### config.mk
export PLATFORM = sky130hd
export DESIGN_NAME = afc_offset_ctrl
export DESIGN_NICKNAME = d
export VERILOG_FILES = /design/src/rtl/afc_pkg.sv /design/src/rtl/afc_cycle_track.sv /design/src/rtl/afc_offset_reg.sv /design/src/rtl/afc_chan_reg.sv /design/src/rtl/afc_out_stage.sv /design/src/rtl/afc_offset_ctrl.sv
export SDC_FILE = /design/constraint.sdc
export NUM_CORES = 1
export LEC_CHECK = 0
export ABC_AREA = 1
export CAP_MARGIN = 25
export CORE_ASPECT_RATIO = 0.7
export CORE_MARGIN = 2
export CORE_UTILIZATION = 40
export CTS_BUF_LIST = sky130_fd_sc_hd__clkbuf_4
export DETAILED_ROUTE_END_ITERATION = 8
export DONT_BUFFER_PORTS = 1
export PLACE_DENSITY = 0.54
export SYNTH_ARGS = -nofsm -noshare
export SYNTH_HDL_FRONTEND = slang
export SYNTH_HIERARCHICAL = 1
export SYNTH_SLANG_ARGS = --single-unit
### constraint.sdc
create_clock -name clk -period 4.66 [get_ports clk]
set_input_delay 0.466 -clock clk [delete_from_list [all_inputs] [get_ports clk]]
set_output_delay 0.466 -clock clk [all_outputs]
set_load 0.05 [all_outputs]
### src/rtl/afc_pkg.sv
package afc_pkg;

   typedef enum logic [1:0] {
      AFC_MANUAL = 2'b00,
      AFC_ONCE   = 2'b01,
      AFC_TRACK  = 2'b10,
      AFC_HOLD   = 2'b11
   } afc_mode_e;

   typedef struct packed {
      afc_mode_e  mode;
      logic [1:0] rlim;
      logic       strobe;
      logic       fine;
      logic       out_en;
      logic       add_en;
   } afc_cfg_t;

endpackage

### src/rtl/afc_cycle_track.sv
module afc_cycle_track
   import afc_pkg::*;
#(
   parameter int OFS_W    = 7,
   parameter int FINE_DIV = 4
) (
   input  logic                    clk,
   input  logic                    rst_n,
   input  afc_cfg_t                cfg,
   input  logic                    meas_done,
   input  logic                    vdi,
   input  logic signed [OFS_W-1:0] meas_val,
   output logic                    cycle_end,
   output logic                    qualify,
   output logic signed [OFS_W-1:0] last_res,
   output logic                    toggle,
   output logic                    same
);

   logic low_seen;
   logic have_res;
   logic last_valid;
   logic valid_now;
   logic match;

   generate
      if (FINE_DIV > 1) begin : g_presc
         localparam int CNT_W = $clog2(FINE_DIV);
         localparam logic [CNT_W-1:0] CNT_TOP = CNT_W'(FINE_DIV - 1);
         logic [CNT_W-1:0] cnt;

         always_ff @(posedge clk or negedge rst_n) begin
            if (!rst_n)
               cnt <= '0;
            else if (!cfg.fine)
               cnt <= '0;
            else if (meas_done)
               cnt <= (cnt == CNT_TOP) ? '0 : cnt + 1'b1;
         end

         assign cycle_end = meas_done && (!cfg.fine || (cnt == CNT_TOP));

         p_fine_skip_r10: assert property (@(posedge clk) disable iff (!rst_n)
            (cfg.fine && meas_done && cnt != CNT_TOP) |=> $stable(toggle));
      end else begin : g_direct
         assign cycle_end = meas_done;
      end
   endgenerate

   assign valid_now = vdi && !low_seen;
   assign match     = have_res && (meas_val == last_res);
   assign qualify   = cycle_end && valid_now && last_valid && match;

   always_ff @(posedge clk or negedge rst_n) begin
      if (!rst_n) begin
         last_res   <= '0;
         have_res   <= 1'b0;
         last_valid <= 1'b0;
         low_seen   <= 1'b0;
         toggle     <= 1'b0;
         same       <= 1'b0;
      end else if (cycle_end) begin
         last_res   <= meas_val;
         have_res   <= 1'b1;
         last_valid <= valid_now;
         low_seen   <= 1'b0;
         toggle     <= ~toggle;
         same       <= match;
      end else if (!vdi) begin
         low_seen   <= 1'b1;
      end
   end

   p_toggle_flip_r9: assert property (@(posedge clk) disable iff (!rst_n)
      cycle_end |=> (toggle != $past(toggle)));
   p_toggle_idle_r9: assert property (@(posedge clk) disable iff (!rst_n)
      !cycle_end |=> $stable(toggle));
   p_qual_vdi_r5: assert property (@(posedge clk) disable iff (!rst_n)
      qualify |-> vdi);

endmodule

### src/rtl/afc_offset_reg.sv
module afc_offset_reg
   import afc_pkg::*;
#(
   parameter int OFS_W = 7
) (
   input  logic                    clk,
   input  logic                    rst_n,
   input  afc_cfg_t                cfg,
   input  logic                    vdi,
   input  logic                    qualify,
   input  logic signed [OFS_W-1:0] meas_val,
   input  logic signed [OFS_W-1:0] last_res,
   output logic signed [OFS_W-1:0] ofs_q
);

   logic st_q;
   logic once_done;

   always_ff @(posedge clk or negedge rst_n) begin
      if (!rst_n) begin
         ofs_q     <= '0;
         st_q      <= 1'b0;
         once_done <= 1'b0;
      end else begin
         st_q <= cfg.strobe;
         unique case (cfg.mode)
            AFC_MANUAL: begin
               if (cfg.strobe && !st_q)
                  ofs_q <= last_res;
            end
            AFC_ONCE: begin
               if (qualify && !once_done) begin
                  ofs_q     <= meas_val;
                  once_done <= 1'b1;
               end
            end
            AFC_TRACK: begin
               if (!vdi)
                  ofs_q <= '0;
               else if (qualify)
                  ofs_q <= meas_val;
            end
            AFC_HOLD: begin
               if (qualify)
                  ofs_q <= meas_val;
            end
            default: ;
         endcase
      end
   end

   p_manual_quiet_r1: assert property (@(posedge clk) disable iff (!rst_n)
      (cfg.mode == AFC_MANUAL && !cfg.strobe) |=> $stable(ofs_q));
   p_once_frozen_r2: assert property (@(posedge clk) disable iff (!rst_n)
      (cfg.mode == AFC_ONCE && once_done) |=> $stable(ofs_q));
   p_track_clear_r3: assert property (@(posedge clk) disable iff (!rst_n)
      (cfg.mode == AFC_TRACK && !vdi) |=> (ofs_q == '0));
   p_hold_keep_r4: assert property (@(posedge clk) disable iff (!rst_n)
      (cfg.mode == AFC_HOLD && !qualify) |=> $stable(ofs_q));

endmodule

### src/rtl/afc_chan_reg.sv
module afc_chan_reg #(
   parameter int CHAN_W   = 12,
   parameter int CHAN_MIN = 96,
   parameter int CHAN_MAX = 3903,
   parameter int CHAN_RST = 1000
) (
   input  logic              clk,
   input  logic              rst_n,
   input  logic              we,
   input  logic [CHAN_W-1:0] wdata,
   output logic [CHAN_W-1:0] chan_q
);

   localparam logic [CHAN_W-1:0] LO_W  = CHAN_W'(CHAN_MIN);
   localparam logic [CHAN_W-1:0] HI_W  = CHAN_W'(CHAN_MAX);
   localparam logic [CHAN_W-1:0] RST_W = CHAN_W'(CHAN_RST);

   logic in_range;
   assign in_range = (wdata >= LO_W) && (wdata <= HI_W);

   always_ff @(posedge clk or negedge rst_n) begin
      if (!rst_n)
         chan_q <= RST_W;
      else if (we && in_range)
         chan_q <= wdata;
   end

   p_chan_bounds_r11: assert property (@(posedge clk) disable iff (!rst_n)
      (chan_q >= LO_W) && (chan_q <= HI_W));
   p_chan_reject_r11: assert property (@(posedge clk) disable iff (!rst_n)
      (we && (wdata < LO_W || wdata > HI_W)) |=> $stable(chan_q));

endmodule

### src/rtl/afc_out_stage.sv
module afc_out_stage
   import afc_pkg::*;
#(
   parameter int OFS_W   = 7,
   parameter int CHAN_W  = 12,
   parameter int RPT_LOW = 5
) (
   input  logic                    clk,
   input  logic                    rst_n,
   input  afc_cfg_t                cfg,
   input  logic signed [OFS_W-1:0] ofs_q,
   input  logic [CHAN_W-1:0]       chan_q,
   output logic signed [OFS_W-1:0] ofs_out,
   output logic [RPT_LOW:0]        ofs_rpt,
   output logic [CHAN_W-1:0]       freq_out
);

   localparam int EXT_W = CHAN_W - OFS_W;

   logic signed [OFS_W-1:0] lim_mag;
   logic signed [OFS_W-1:0] ofs_lim;
   logic [CHAN_W-1:0]       ofs_ext;

   always_comb begin
      unique case (cfg.rlim)
         2'b01:   lim_mag = OFS_W'(4);
         2'b10:   lim_mag = OFS_W'(2);
         2'b11:   lim_mag = OFS_W'(1);
         default: lim_mag = {1'b0, {(OFS_W-1){1'b1}}};
      endcase
   end

   always_comb begin
      if (cfg.rlim == 2'b00)
         ofs_lim = ofs_q;
      else if (ofs_q > lim_mag)
         ofs_lim = lim_mag;
      else if (ofs_q < -lim_mag)
         ofs_lim = -lim_mag;
      else
         ofs_lim = ofs_q;
   end

   assign ofs_out  = cfg.out_en ? ofs_lim : '0;
   assign ofs_rpt  = {ofs_out[OFS_W-1], ofs_out[RPT_LOW-1:0]};
   assign ofs_ext  = {{EXT_W{ofs_out[OFS_W-1]}}, ofs_out};
   assign freq_out = cfg.add_en ? (chan_q + ofs_ext) : chan_q;

   p_unit_limit_r6: assert property (@(posedge clk) disable iff (!rst_n)
      (cfg.rlim == 2'b11) |-> (ofs_out >= -1 && ofs_out <= 1));
   p_gate_off_r7: assert property (@(posedge clk) disable iff (!rst_n)
      !cfg.out_en |-> (freq_out == chan_q));
   p_add_off_r8: assert property (@(posedge clk) disable iff (!rst_n)
      !cfg.add_en |-> (freq_out == chan_q));

endmodule

### src/rtl/afc_offset_ctrl.sv
module afc_offset_ctrl
   import afc_pkg::*;
#(
   parameter int OFS_W    = 7,
   parameter int RPT_LOW  = 5,
   parameter int CHAN_W   = 12,
   parameter int CHAN_MIN = 96,
   parameter int CHAN_MAX = 3903,
   parameter int CHAN_RST = 1000,
   parameter int FINE_DIV = 4
) (
   input  logic              clk,
   input  logic              rst_n,
   input  logic [OFS_W-1:0]  offset_meas,
   input  logic              meas_done,
   input  logic              data_valid,
   input  logic [7:0]        ctrl,
   input  logic              chan_we,
   input  logic [CHAN_W-1:0] chan_wdata,
   output logic [OFS_W-1:0]  offset_out,
   output logic [RPT_LOW:0]  offset_rpt,
   output logic [CHAN_W-1:0] synth_word,
   output logic              cyc_toggle,
   output logic              cyc_same
);

   generate
      if (OFS_W < 4 || OFS_W >= CHAN_W) begin : g_bad_ofs
         $error("afc_offset_ctrl: OFS_W must lie in 4..CHAN_W-1");
      end
      if (RPT_LOW < 1 || RPT_LOW >= OFS_W) begin : g_bad_rpt
         $error("afc_offset_ctrl: RPT_LOW must lie in 1..OFS_W-1");
      end
      if (CHAN_MIN > CHAN_MAX || CHAN_RST < CHAN_MIN || CHAN_RST > CHAN_MAX) begin : g_bad_chan
         $error("afc_offset_ctrl: channel limits inconsistent");
      end
      if (FINE_DIV < 1) begin : g_bad_div
         $error("afc_offset_ctrl: FINE_DIV must be positive");
      end
   endgenerate

   afc_cfg_t                cfg;
   logic signed [OFS_W-1:0] meas_s;
   logic signed [OFS_W-1:0] last_res;
   logic signed [OFS_W-1:0] ofs_q;
   logic signed [OFS_W-1:0] ofs_o;
   logic [CHAN_W-1:0]       chan_q;
   logic                    cycle_end;
   logic                    qualify;

   assign cfg    = afc_cfg_t'(ctrl);
   assign meas_s = $signed(offset_meas);

   afc_cycle_track #(.OFS_W(OFS_W), .FINE_DIV(FINE_DIV)) u_track (
      .clk       (clk),
      .rst_n     (rst_n),
      .cfg       (cfg),
      .meas_done (meas_done),
      .vdi       (data_valid),
      .meas_val  (meas_s),
      .cycle_end (cycle_end),
      .qualify   (qualify),
      .last_res  (last_res),
      .toggle    (cyc_toggle),
      .same      (cyc_same)
   );

   afc_offset_reg #(.OFS_W(OFS_W)) u_ofs (
      .clk      (clk),
      .rst_n    (rst_n),
      .cfg      (cfg),
      .vdi      (data_valid),
      .qualify  (qualify),
      .meas_val (meas_s),
      .last_res (last_res),
      .ofs_q    (ofs_q)
   );

   afc_chan_reg #(
      .CHAN_W(CHAN_W), .CHAN_MIN(CHAN_MIN), .CHAN_MAX(CHAN_MAX), .CHAN_RST(CHAN_RST)
   ) u_chan (
      .clk    (clk),
      .rst_n  (rst_n),
      .we     (chan_we),
      .wdata  (chan_wdata),
      .chan_q (chan_q)
   );

   afc_out_stage #(.OFS_W(OFS_W), .CHAN_W(CHAN_W), .RPT_LOW(RPT_LOW)) u_out (
      .clk      (clk),
      .rst_n    (rst_n),
      .cfg      (cfg),
      .ofs_q    (ofs_q),
      .chan_q   (chan_q),
      .ofs_out  (ofs_o),
      .ofs_rpt  (offset_rpt),
      .freq_out (synth_word)
   );

   assign offset_out = ofs_o;

   p_rst_toggle_r12: assert property (@(posedge clk) disable iff (!rst_n)
      $rose(rst_n) |-> (cyc_toggle == 1'b0 && cyc_same == 1'b0));
   p_cycle_toggle_r9: assert property (@(posedge clk) disable iff (!rst_n)
      (meas_done && !cycle_end) |=> $stable(cyc_toggle));

endmodule

==> results of run 1 <==
## worst reg2reg max path, cell delays in order (launching register included)
cell	delay, ps
dfrtp_1	390
ha_1	160
inv_1	40
nand2_2	60
nand2_2	220
inv_4	130
nand4_2	80
nor2_2	380
inv_1	230
nand2_1	110
nand2_1	60
nand2_1	60
nand2_1	40
nand2_1	80
nand2_1	60
## timing repair
item,CTS,global route
gates resized for setup,0,0
hold endpoints to repair,35,0
setup buffers,0,0
hold buffers,2,0
endpoints found under the setup margin,0,0
## layout make-up
type,count,area (sq um)
fill,809,4250
clock buffer,7,52.6
inverter,68,258
timing repair buffer,21,260
multi-input combinational,364,2000
tap,101,126
clock inverter,1,5.00
sequential,35,883
## sequential cells by signal (all words and copies together), names as in the netlist, 2 cells and up
signal / cells
u_chan/chan_q: 12
u_ofs/ofs_q: 7
u_track/g_presc.cnt: 2
u_track/last_res: 7
## through the flow
step | worst slack, ps | power (mW) | cell area (sq um) | utilization
4_1_cts | 367 | 1.31 | 3590 | 0.458
3_3_place_gp | 513 | 1.12 | 3500 | 0.447
5_1_grt | 11.2 | 1.40 | 3590 | 0.458
6_report | 292 | 1.30 | 3590 | 0.458
2_1_floorplan | -4.41 | 0.948 | 3260 | -
3_5_place_dp | 380 | 1.12 | 3500 | 0.447
## path summary, 6_finish.rpt
check | end | cells after the start | start | slack [ps]
max | synth_word[8] | 23 | ctrl[5] | 290
min | u_ofs/st_q$_DFF_PN0_ | 0 | ctrl[3] | 160
max reg2reg | u_ofs/ofs_q[5]$_DFFE_PN0P_ | 14 | u_track/g_presc.cnt[0]$_DFFE_PN0P_ | 2460
min reg2reg | u_ofs/once_done$_DFFE_PN0P_ | 2 | u_ofs/once_done$_DFFE_PN0P_ | 460
max in group asynchronous | u_chan/chan_q[5]$_DFFE_PN1P_ | 2 | rst_n | 3810
min in group asynchronous | u_track/last_valid$_DFFE_PN0P_ | 2 | rst_n | 570
## cell families after synthesis
group / count (synthesis)
and+or+nand+nor: 268
other: 1
adders and majority gates: 27
xor gates and xnor gates: 8
AOI/OAI and AO/OA: 60
buffers and inverters: 84
DFF: 35
## synthesized netlist by cell type (all sizes together)
| master | n | area, sq um |
|---|---|---|
| fa | 1 | 20.0 |
| clkbuf | 2 | 7.51 |
| nand4 | 19 | 125 |
| ha | 26 | 325 |
| a31oi | 5 | 31.3 |
| nor3 | 6 | 30.0 |
| o21bai | 1 | 7.51 |
| xnor2 | 2 | 17.5 |
| and3 | 1 | 11.3 |
| a21oi | 16 | 83.8 |
| inv | 68 | 258 |
| o31ai | 2 | 15.0 |
| or2 | 2 | 12.5 |
| nand3 | 18 | 123 |
| buf | 14 | 113 |
| dfrtp | 29 | 726 |
| dfstp | 6 | 158 |
| xor2 | 6 | 52.6 |
| nor2 | 41 | 189 |
| o21a | 3 | 22.5 |
| nand2 | 181 | 714 |
| conb | 1 | 3.75 |
| o21ai | 33 | 165 |
## metal layers
metal | GRT usage | vias to the layer above
li1 | - | 1553
met1 | 0.280 | 1319
met2 | 0.269 | 82
met3 | 0.0496 | 9
met4 | 0.0444 | 0
met5 | 0 | -
## power by group through the flow
| stage | combinational [mW] | sequential [mW] | clock (mW) |
|---|---|---|---|
| 2_1_floorplan | 0.552 | 0.396 | 0 |
| 3_3_place_gp | 0.705 | 0.413 | 0 |
| 3_5_place_dp | 0.710 | 0.414 | 0 |
| 4_1_cts | 0.721 | 0.408 | 0.180 |
| 5_1_grt | 0.791 | 0.415 | 0.191 |
| 6_report | 0.724 | 0.408 | 0.171 |
==> out/metrics.cfg, run 1 <==
[synth]
synth_mux_area_frac = 0
synth_compound_area_frac = 0.101
synth_xor_area_frac = 0.0218
netlist_instances = 483
synth_nets = 542
synth_area_per_cell_sq_um = 6.65
synth_top_family_by_area = simple AND/OR/NAND/NOR gates
synth-adder-area-share = 0.108
yosys_warnings = 6
syn_area_sq_um = 3210
yosys.cell_types.count = 37
synthSimpleGateAreaFrac = 0.375
synth.ff_latch_count = 35
seq_area_frac_synth = 0.275

[final_layout]
antenna_cells = 0
syn_to_final_growth_pct = 11.7
layout-drive-gt1-share = 0.159
fin_cells = 597
fin_nets = 554
mostFrequentLayoutCell = nand2_1
mostFrequentLayoutCells = nand2_1, inv_1, nor2_1

[power]
p_int_mw = 0.663
pwr_density_cell_nw_per_um2 = 363
p_clk_frac = 0.132
sw_frac_of_total = 0.491
power_switching_mw = 0.640
pwr-share-seq = 0.313
vdd_drop_max_mv = 0.264
total_leakage_power_nw = 1.91
pwr-share-comb = 0.555

[clock_tree]
clock_latency_ps = 340
clkTransAtPathRegs_ps = 100
cts_made_buffers = 5
htreeDepth = 2
cts_sinks = 35
cts_root_buf = clkbuf_4
cts.path.max_buffers = 2
cts_tree = built

[route]
wl_microns = 8080
wl_met2_microns = 3190
via_count = 2963
drc = 0
highest_layer = met4
drtPass1Iterations = 5
wl_per_cell_microns = 13.5
via_per_inst = 4.96
ant_nets = 0
drtIter0Drc = 259
wl_met1_microns = 4170
wl_met3_microns = 633

[timing]
finalCritPeriodShare = 0.937
rsz0062_at_grt = no
timing.hold.ws_ps = 155
clock_skew_ps = 13.6
max_freq_mhz = 229
max_slew_margin = 0.637
worst_pin_slew_ps = 544
fin_tns_setup_ps = 0
slew_violations = 0
setup_violations = 0
final.min_clock_period_ps = 4370
hold_viol_final = 0

[setup_path]
arrival_ps = 3900
crit_chain = inv_1 > ha_1 > inv_1 > ha_1 > or2_1 > nor2_1 > nand2_1 > nand2_1 > nand2_2 > nand3_2 > inv_1 > nor3_1 > nor3_4 > ha_1 > inv_1 > fa_1 > inv_1 > a21oi_1 > nor2_1 > nor2_1 > xor2_1 > o21ai_4 > buf_12
path_buf_inv = 6
cp_top_family = simple AND/OR/NAND/NOR gates
slowest_delay_ps = 320
end_kind = output pin
cpMostUsedCell = inv_1
critPathKind = in -> out
worstPathMaxFanout = 5
cpMaxStageDelayCell = ha_1
start_kind = primary input
cp.required_ps = 4190

[floorplanning]
rows = 27
die_h_microns = 79.0
start_util = 0.410
coreArea_sq_um = 7840
die_area_sq_um = 8770
fp.dieW_microns = 111
ios = 59

[placed_design]
dpl.hpwl_microns = 6380
dp.cells = 587
routabilityCongestion = 0.902
portBuffers = 0

[global_route]
first_global_vias = 2749
grt-ovfl-total = 0
grt_pass1_wl_microns = 13400
grt_use_total = 0.188
antenna_found_initial = 0
grt_max_degree = 36

[run]
maxCapViolCount = 0

[min_path]
worstHoldPathType = in -> reg

[outcome]
outcome = completed

Power figures use the tool's default switching activity.
==> run 2: changes to the inputs <==
--- a/config.mk
+++ b/config.mk
@@ -5,15 +5,16 @@
 export SDC_FILE = /design/constraint.sdc
 export NUM_CORES = 1
 export LEC_CHECK = 0
-export ABC_AREA = 1
+export ABC_AREA = 0
 export CAP_MARGIN = 25
 export CORE_ASPECT_RATIO = 0.7
 export CORE_MARGIN = 2
-export CORE_UTILIZATION = 40
+export CORE_UTILIZATION = 60
 export CTS_BUF_LIST = sky130_fd_sc_hd__clkbuf_4
 export DETAILED_ROUTE_END_ITERATION = 8
 export DONT_BUFFER_PORTS = 1
-export PLACE_DENSITY = 0.54
+export GPL_ROUTABILITY_DRIVEN = 0
+export PLACE_DENSITY = 0.76
 export SYNTH_ARGS = -nofsm -noshare
 export SYNTH_HDL_FRONTEND = slang
 export SYNTH_HIERARCHICAL = 1
==> run 2 against run 1 <==
Highest routed layer unchanged. Clock power increased by 59%. Fmax is 2.9% lower. Largest power group unchanged. Final area is 1.3% higher. Die area down 35%. Sequential power hardly changed. Power is 9.9% higher. Via count is 16% lower. Clock-buffer cell count fell by 2. Non-clock buffer count increased by 8. Register-to-register slack better by 90 ps.
==> out/metrics.cfg, run 2 <==
[synth]
yosys_warnings = 6  ; unchanged
async_flop_share = 1.00  ; unchanged
seq_area_frac_synth = 0.287  ; +0.0115
synth-edff-count = 0  ; unchanged
syn_area_sq_um = 3080  ; -4.0%
synth_area_leaders = dfrtp_1, ha_1, mux2_4, dfstp_2, nor2b_1
synth_area_per_cell_sq_um = 9.72  ; +46%
synth.ff_latch_count = 35  ; unchanged
netlist_instances = 317  ; -34%
synth_nets = 376  ; -31%
synthMostInstantiatedCell = dfrtp_1
yosys.cell_types.count = 69  ; +86%
synth_top_area_frac = 0.235  ; +0.00945
yosys.area.top_type = dfrtp_1
synth_flop_cell = dfrtp_1
synth_common_cells = dfrtp_1, ha_1, inv_1, nand2_1, nor2b_1

[route]
drtPass1Iterations = 4  ; -1
via_count = 2488  ; -16%
drtIter0Drc = 79  ; -69%
drc = 0  ; unchanged
via_per_inst = 6.07  ; +22%
wl_microns = 7020  ; -13%
wl_per_cell_microns = 17.1  ; +26%
ant_nets = 0  ; unchanged

[min_path]
worstHoldPathType = in -> reg
hold_path_depth = 0  ; unchanged

[power]
vdd_drop_max_mv = 0.334  ; +27%
total_leakage_power_nw = 1.59  ; -17%
pwr_density_cell_nw_per_um2 = 394  ; +8.5%
total_power_mw = 1.43  ; +9.9%

[global_route]
grt_use_total = 0.267  ; +0.0793
grt_max_degree = 36  ; unchanged
grtUsageMet2 = 0.388  ; +0.119
busiest_layer = met1
antenna_found_initial = 0  ; unchanged
grt_pass1_wl_microns = 11800  ; -12%
met3_usage = 0.0530  ; +0.00335
met1_usage = 0.396  ; +0.116
grt-ovfl-total = 0  ; unchanged
first_global_vias = 2495  ; -9.2%

[final_layout]
finalInstanceArea_sq_um = 3630  ; +1.3%
mostFrequentLayoutCells = dfrtp_1, buf_4, ha_1
fin_nets = 399  ; -28%
largest_reg_flops = 12  ; unchanged
antenna_cells = 0  ; unchanged
layout-drive-gt1-share = 0.317  ; +0.157
syn_to_final_growth_pct = 17.9
mostFrequentLayoutCell = dfrtp_1
fin_cells = 410  ; -31%
biggestRegsByFlops = u_chan/chan_q (12), u_ofs/ofs_q (7), u_track/last_res (7)
top_register = u_chan/chan_q

[setup_path]
cp.required_ps = 4190  ; about the same
start_kind = flop
slowest_delay_ps = 460  ; +140 ps
worstPathMaxFanout = 4  ; -1
end_kind = output pin
crit_chain = ha_4 > or3_1 > a21oi_2 > o31a_1 > a21oi_2 > buf_4 > o221a_2 > ha_2 > o211ai_1 > a21boi_1 > o211ai_1 > and3b_1 > nor3_4 > xor2_4 > buf_12
cpMaxStageDelayCell = dfrtp_2
critPathKind = reg -> out
arrival_ps = 4030  ; +130 ps
reg2regPathDepth = 8  ; -6

[run]
maxCapViolCount = 0  ; unchanged

[placed_design]
dp.cells = 396  ; -33%
dpl-instance-area_sq_um = 3430  ; -2.1%
dpl.hpwl_microns = 5450  ; -15%
portBuffers = 0  ; unchanged

[clock_tree]
clkTransAtPathRegs_ps = 100  ; about the same
htreeDepth = 2  ; unchanged
cts.path.max_buffers = 2  ; unchanged
cts_tree = built
cts_made_buffers = 5  ; unchanged
clock_latency_ps = 350  ; about the same
cts_sinks = 35  ; unchanged
cts_root_buf = clkbuf_4

[timing]
hold_viol_final = 0  ; unchanged
fin_tns_setup_ps = 0  ; unchanged
finalCritPeriodShare = 0.965  ; +0.0282
final.min_clock_period_ps = 4500  ; +132 ps
clock_skew_ps = 14.0  ; +0.354 ps
max_freq_mhz = 222  ; -2.9%
rsz0062_at_grt = yes
setup_violations = 0  ; unchanged
slew_violations = 0  ; unchanged

[floorplanning]
fp.dieW_microns = 89.7  ; -19%
rows = 21  ; -22%
coreArea_sq_um = 4860  ; -38%
start_util = 0.634  ; +0.224
ios = 59  ; unchanged
die_h_microns = 64.0  ; -19%
die_area_sq_um = 5730  ; -35%

[outcome]
outcome = completed

run 2: cell types whose count changed in the layout (fill, tap and decap cells not counted), moves of 12 or more:
cell      previous run  this run
o211ai_1             0        12
mux2_4               0        13
inv_1               59        15
buf_4               12        25
nor2b_1              0        18
nand4_1             18         2
nor2_1              33        12
nand2_1            169        19
run 2: final timing paths:
path | start | end | slack, ps
setup / recovery | u_ofs/ofs_q[5]$_DFFE_PN0P_ | synth_word[11] | 160
hold / removal | ctrl[3] | u_ofs/st_q$_DFF_PN0_ | 150
setup reg to reg | u_track/g_presc.cnt[0]$_DFFE_PN0P_ | u_ofs/ofs_q[1]$_DFFE_PN0P_ | 2550
hold reg to reg | u_track/have_res$_DFFE_PN0P_ | u_track/have_res$_DFFE_PN0P_ | 480
max in group asynchronous | rst_n | u_chan/chan_q[6]$_DFFE_PN1P_ | 3860
min in group asynchronous | rst_n | u_chan/chan_q[11]$_DFFE_PN0P_ | 540
run 2: report_power, final:
group          switching (mW)  internal [mW]  total (mW)
Clock                   0.105          0.167       0.272
Combinational           0.450          0.303       0.753
Sequential             0.0608          0.346       0.407
Total                   0.616          0.816        1.43
run 2: cell families (layout without fill, tap and decap cells):
kind of cell               count (synthesis)  after routing  synth area share
AOI/OAI and AO/OA                         98             98             0.235
DFF                                       35             35             0.287
other                                      1              1           0.00122
buffers and inverters                     34             58            0.0625
adders and majority gates                 27             27             0.112
and+or+nand+nor                           84             84             0.162
muxes                                     23             23            0.0983
xor gates and xnor gates                  15             15            0.0426
run 2: area by class of cell:
| class | instances | area, sq um |
|---|---|---|
| flip-flops and latches | 35 | 886 |
| clock buffers | 5 | 37.5 |
| clock inverters | 3 | 67.6 |
| well taps | 69 | 86.3 |
| multi-input cells | 248 | 2190 |
| repair buffers | 29 | 258 |
| inverters | 21 | 108 |
| fillers | 362 | 1230 |
run 2: routing by layer:
layer  up-vias  wire length [microns]
met2        78                   3070
li1       1218                      -
met5         -                      0
met3        14                    521
met1      1178                   3300
met4         0                    129
run 2: critical path, delay by kind of cell (launching register included):
| family | cells | cell delay, ps |
|---|---|---|
| xor gates and xnor gates | 1 | 180 |
| DFF | 1 | 460 |
| AOI/OAI and AO/OA | 7 | 1270 |
| and+or+nand+nor | 3 | 870 |
| adders and majority gates | 2 | 610 |
| buffers and inverters | 2 | 310 |
run 2: timing repair:
item	CTS	global route
buffers inserted	1	3
endpoints found under the setup margin	1	4
hold buffers	2	0
hold endpoints to repair	35	0
gates resized for setup	7	8
pin swaps	1	13
cloned	0	0
run 2: through the flow:
stage / worst slack [ps] / hold WS, ps / util
global placement: 98.0 / 171 / 0.705
CTS: 0.208 / 131 / 0.737
detailed placement: -25.9 / 171 / 0.705
floorplan: -166 / 170 / -
finish: 161 / 145 / 0.747
global route: -47.6 / 113 / 0.747
